==> src/rtl/adc_word_capture.sv <==
module adc_word_capture #(
  parameter int DATA_W       = 16,
  parameter int ADDR_W       = 2,
  parameter int SETTLE_EDGES = 47,
  localparam int CNT_W       = $clog2(SETTLE_EDGES + 1)
) (
  input  logic              clk,
  input  logic              rst_n,
  input  logic              cfg_we,
  input  logic              cfg_hold_rst,
  input  logic              cfg_cs_n,
  input  logic              cfg_rd_n,
  input  logic [ADDR_W-1:0] cfg_addr,
  input  logic [DATA_W-1:0] conv_data,
  input  logic              conv_drdy_n,
  output logic              conv_rst_n,
  output logic              conv_cs_n,
  output logic              conv_rd_n,
  output logic [ADDR_W-1:0] conv_addr,
  output logic [DATA_W-1:0] word_out,
  output logic              word_valid
);

  logic [1:0]        strb_sync;
  logic              strb_dly;
  logic [DATA_W-1:0] dat_s1, dat_s2, dat_s3;
  logic [CNT_W-1:0]  settle_cnt;

  wire strb_rise    = strb_sync[1] & ~strb_dly;
  wire conv_enabled = conv_rst_n & ~conv_cs_n & ~conv_rd_n;
  wire settled      = (settle_cnt == CNT_W'(SETTLE_EDGES));

  always_ff @(posedge clk or negedge rst_n) begin
    if (!rst_n) begin
      conv_rst_n <= 1'b0;
      conv_cs_n  <= 1'b1;
      conv_rd_n  <= 1'b1;
      conv_addr  <= '0;
    end else if (cfg_we) begin
      conv_rst_n <= ~cfg_hold_rst;
      conv_cs_n  <= cfg_cs_n;
      conv_rd_n  <= cfg_rd_n;
      conv_addr  <= cfg_addr;
    end
  end

  always_ff @(posedge clk or negedge rst_n) begin
    if (!rst_n) begin
      strb_sync <= 2'b11;
      strb_dly  <= 1'b1;
      dat_s1    <= '0;
      dat_s2    <= '0;
      dat_s3    <= '0;
    end else begin
      strb_sync <= {strb_sync[0], conv_drdy_n};
      strb_dly  <= strb_sync[1];
      dat_s1    <= conv_data;
      dat_s2    <= dat_s1;
      dat_s3    <= dat_s2;
    end
  end

  always_ff @(posedge clk or negedge rst_n) begin
    if (!rst_n)
      settle_cnt <= '0;
    else if (!conv_enabled)
      settle_cnt <= '0;
    else if (strb_rise && !settled)
      settle_cnt <= settle_cnt + 1'b1;
  end

  always_ff @(posedge clk or negedge rst_n) begin
    if (!rst_n) begin
      word_out   <= '0;
      word_valid <= 1'b0;
    end else begin
      word_valid <= strb_rise & settled & conv_enabled;
      if (strb_rise && settled && conv_enabled)
        word_out <= dat_s3;
    end
  end

endmodule

==> config.mk <==
export PLATFORM = sky130hd
export DESIGN_NAME = adc_word_capture
export DESIGN_NICKNAME = d
export VERILOG_FILES = /design/src/rtl/adc_word_capture.sv
export SDC_FILE = /design/constraint.sdc
export NUM_CORES = 1
export LEC_CHECK = 0
export ABC_CLOCK_PERIOD_IN_PS = 2100
export CAP_MARGIN = 15
export CORE_ASPECT_RATIO = 0.5
export CORE_MARGIN = 3
export CORE_UTILIZATION = 46
export CTS_CLUSTER_SIZE = 40
export DETAILED_ROUTE_END_ITERATION = 8
export GPL_TIMING_DRIVEN = 0
export PLACE_DENSITY = 0.72
export SETUP_SLACK_MARGIN = 0.05
export SYNTH_ARGS = -nofsm -noshare
export SYNTH_HDL_FRONTEND = slang
export SYNTH_SLANG_ARGS = --single-unit
==> constraint.sdc <==
create_clock -name clk -period 2.1 [get_ports clk]
set_input_delay 0.42 -clock clk [delete_from_list [all_inputs] [get_ports clk]]
set_output_delay 0.42 -clock clk [all_outputs]
set_load 0.05 [all_outputs]
### Word level (Yosys, flattened, before mapping)

Index checks and enable logic that the tools add are counted.

* bits in registers: 79
* input port bits: 25
* output and inout port bits: 22
* word-level logic and storage cells: 30

* add/sub/neg operators: 1
* eq/ne operators: 2
* mux-type cells: 2
* bitwise gates (word level): 9
* reductions and logical operators: 4

Operators by type and width (count)
* 2-to-1 mux 6 bit: 2
* adder 6 x 1 -> 6 bit (second input constant): 1
* == test 6 bit (second input constant): 1
* AND 1 bit: 5
* NOT 1 bit: 4
* logical AND 1 bit: 3
* inequality test 2 x 1 -> 1 bit (second input constant): 1
* logical NOT 1 bit: 1

### Depth between registers and ports, before layout

* depth in word-level cells: 5
* mapped depth: 4
* depth with buffers taken out: 4

### Worst setup path after synthesis

No wires, ideal clock.

* kind: flip-flop to flip-flop
* start: reg conv_rst_n
* end: reg word_out[10]
* library setup time: 125 ps
* data arrival time: 1673 ps
* required time: 1975 ps
* slack: 302 ps
* cell stages (with the launch flop): 5
* buffers on the path: 1
* clock period less this slack: 1798 ps
* cells stage by stage: dfrtp_1 -> nor3b_4 -> nand4_4 -> buf_6 -> mux2_4

* word-level cells in the longest chain between the ends: 3

Ends and longest elaborated chain
* start, declared: RTL line 16 `output logic conv_rst_n,`
* start signal, assigned: RTL line 40 `conv_rst_n <= ~cfg_hold_rst;`
* AND 1 bit (2 in series): RTL line 30 `wire conv_enabled = conv_rst_n & ~conv_cs_n & ~conv_rd_n;`
* logical AND 1 bit: RTL line 78 `if (strb_rise && settled && conv_enabled)`
* end signal, assigned: RTL line 79 `word_out <= dat_s3;`
* end, declared: RTL line 20 `output logic [DATA_W-1:0] word_out,`

Every way passes these cells.
A chain may end at the register's enable or synchronous reset.

### Final worst setup path

* start: reg conv_rst_n
* end: out conv_rst_n

No word-level cell between the ends.

==> results.sh <==
export IMPL_drtIter0Drc=52
export IMPL_finalClockSkew_ns=0.009965
export IMPL_cp_data_arrival_time_ns=1.55
export IMPL_instances_no_fill=268
export IMPL_grt_ovfl_total=0
export IMPL_vias_per_cell=4.743
export IMPL_clock_sinks=79
export IMPL_syn_area_mm2=0.002501
export IMPL_tightest_slew_ns=0.5092
export IMPL_final_common_cell="dfrtp_1"
export IMPL_synth_cells=134
export IMPL_die_width_um=110.3
export IMPL_grt_antenna_before_repair=0
export IMPL_path_cells="clkdlybuf4s50_1"
export IMPL_num_vias=1271
export IMPL_grt_max_degree=71
export IMPL_max_stage_delay_ns=0.82
export IMPL_place_area_mm2=0.003074
export IMPL_clk_pin_slew_worst_paths_ns=0.08
export IMPL_wl_per_cell_um=13.27
export IMPL_setup_tns_ns=0
export IMPL_crit_type="flip-flop to primary output"
export IMPL_clock_latency_ns=0.34
export IMPL_die_area_mm2=0.006412
export IMPL_cts_made_buffers=9
export IMPL_grt_usage_pct=13.29
export IMPL_final_hold_viol_count=0
export IMPL_finalPower_uw=2877
export IMPL_ir_drop_v=0.0004512
export IMPL_num_rows=18
export IMPL_synth_fp_nets=160
export IMPL_cts_path_max_buffers=2
export IMPL_ys_ff_latch=79
export IMPL_initial_utilization_pct=49.14
export IMPL_io_pins=47
export IMPL_dpl_cell_count=251
export IMPL_critPathMaxFanout=4
export IMPL_holdCritStartpoint="dat_s1[9]"
export IMPL_layout_min_cycle_time_ns=1.966
export IMPL_port_buffers=46
export IMPL_power_leakage_uw=0.001485
export IMPL_outcome="finished, final reports clean"
export IMPL_antenna_left=0
export IMPL_p_per_area_mw_per_mm2=875.9
export IMPL_drive_above_1_share_pct=23.74
export IMPL_core_area_mm2=0.005090
export IMPL_synth_warnings=0
export IMPL_antenna_cells=0
export IMPL_final_nets=219
export IMPL_startpoint_type="flip-flop"
export IMPL_yosysUniqueCellTypes=26
export IMPL_area_growth_pct=31.32
export IMPL_drv_cap=0
export IMPL_h_tree_depth=3
export IMPL_grt_pass1_wl_um=6141
export IMPL_grt_pass1_vias=1340
export IMPL_slew_limit_headroom_pct=65.95
export IMPL_final_cell_mix="dfrtp_1 (74), clkdlybuf4s50_1 (43), mux2_2 (11), clkbuf_8 (10), mux2_4 (9)"
export IMPL_cts_tree="built"
export IMPL_finalSetupViolCount=0
export IMPL_place_gp_congestion=0.6637
export IMPL_crit_reg2reg_launch="strb_sync[1]"
export IMPL_crit_start="conv_rst_n"
export IMPL_design_area_mm2=0.003284
export IMPL_critPathSlowestCell="clkdlybuf4s50_1"
export IMPL_rsz0062_at_grt="no"
export IMPL_clockRootBuffer="clkbuf_8"
export IMPL_min_path_type="flip-flop to flip-flop"
export IMPL_fmax_mhz=508.7
export IMPL_place_hpwl_um=2463
export IMPL_cpLargestDelayFamily="buffers and inverters"
export IMPL_fin_crit_sh_pct=93.61
export IMPL_drt_pass1_iterations=4
export IMPL_die_h_um=58.14
export IMPL_drc=0
export IMPL_crit_required_ns=1.68
export IMPL_cp_end_kind="primary output"
export IMPL_final_max_slew_viol_count=0
export IMPL_syn_area_per_cell_um2=18.67
export IMPL_path_buf_inv=1
export IMPL_ys_seq_area_share_pct=79.29
export IMPL_wl_um=3557
## cell families (layout without fill, tap and decap cells)
logic type	Yosys count	count (layout)	synth area share (%)
flops	79	79	79.29
mux	22	22	11.16
simple gates	16	16	4.803
compound gates	12	12	3.352
buf+inv	4	68	0.9004
fa+ha+maj	1	1	0.5002
## what timing repair did
action / in CTS / in global routing
hold buffers: 1 / 0
setup buffers: 0 / 0
resized for setup: 2 / 0
setup endpoints to repair: 2 / 0
endpoints found under the hold margin: 9 / 0
## metrics by stage
stage / util (%) / hold WS [ns] / setup WS [ns]
finish: 64.53 / 0.3460 / 0.1342
global route: 64.53 / 0.3506 / 0.05493
CTS: 64.53 / 0.3450 / 0.1016
detailed placement: 60.40 / 0.2642 / 0.3115
global placement: 59.91 / 0.3316 / -1.886
floorplan: - / 0.1244 / 0.3023
## cells in the mapped netlist
cell type / number / area share [%]
a2111o_1: 1 / 0.45
a211oi_1: 3 / 0.90
a21boi_0: 1 / 0.30
a21oi_1: 3 / 0.60
a311oi_1: 1 / 0.35
a41oi_1: 1 / 0.35
and4b_4: 1 / 0.55
buf_6: 1 / 0.45
dfrtp_1: 74 / 74
dfstp_2: 5 / 5.3
ha_1: 1 / 0.50
inv_1: 3 / 0.45
mux2_2: 11 / 5.0
mux2_4: 9 / 5.4
mux2i_1: 2 / 0.80
nand2_1: 5 / 0.75
nand2b_1: 1 / 0.25
nand3_1: 1 / 0.20
nand3b_1: 1 / 0.30
nand4_4: 1 / 0.85
nand4b_1: 1 / 0.35
nor2_1: 2 / 0.30
nor2b_1: 1 / 0.25
nor3b_4: 1 / 0.75
o21ai_0: 2 / 0.40
or3_1: 1 / 0.25
## worst paths after layout
| check | slack, ns | depth (start not counted) | to |
|---|---|---|---|
| worst max-delay path | 0.13 | 1 | conv_rst_n |
| worst min-delay path | 0.35 | 0 | dat_s2[9] |
| worst max register to register | 0.37 | 4 | word_out[6] |
| worst min register to register | 0.35 | 0 | dat_s2[9] |
| max in group asynchronous | 1.05 | 3 | conv_rd_n |
| min in group asynchronous | 0.45 | 2 | word_out[11] |
## registers in the layout, summed over array words and instances, names as in the netlist
| name | count |
|---|---|
| dat_s1 | 16 |
| dat_s2 | 16 |
| dat_s3 | 16 |
| word_out | 16 |
| settle_cnt | 6 |
| conv_addr | 2 |
| strb_sync | 2 |
| conv_cs_n | 1 |
| conv_rd_n | 1 |
| conv_rst_n | 1 |
| strb_dly | 1 |
| word_valid | 1 |
## per-layer routing
metal	GRT usage (%)	vias up	wire (um)
met5	0	-	0
met1	15.02	651	1459
met4	5.088	0	49
li1	-	579	-
met2	21.03	35	1846
met3	7.786	6	202
## cell type report
type,count,area (um^2)
Fill cell,376,1805
Sequential cell,79,1983
Inverter,3,11.26
Tap cell,70,87.58
Multi-Input combinational cell,51,495.5
Clock inverter,6,65.06
Timing Repair Buffer,48,493.0
Buffer,1,11.26
Clock buffer,10,137.6
## power by group
part | leakage (uW) | total (uW) | switching [uW] | internal (uW)
sequential | 0.000968 | 1610 | 23.5 | 1580
combinational | 0.000414 | 157 | 84.5 | 72.9
clock | 0.000103 | 1110 | 526 | 585
total | 0.00149 | 2880 | 634 | 2240
(Power assumes the default switching activity.)
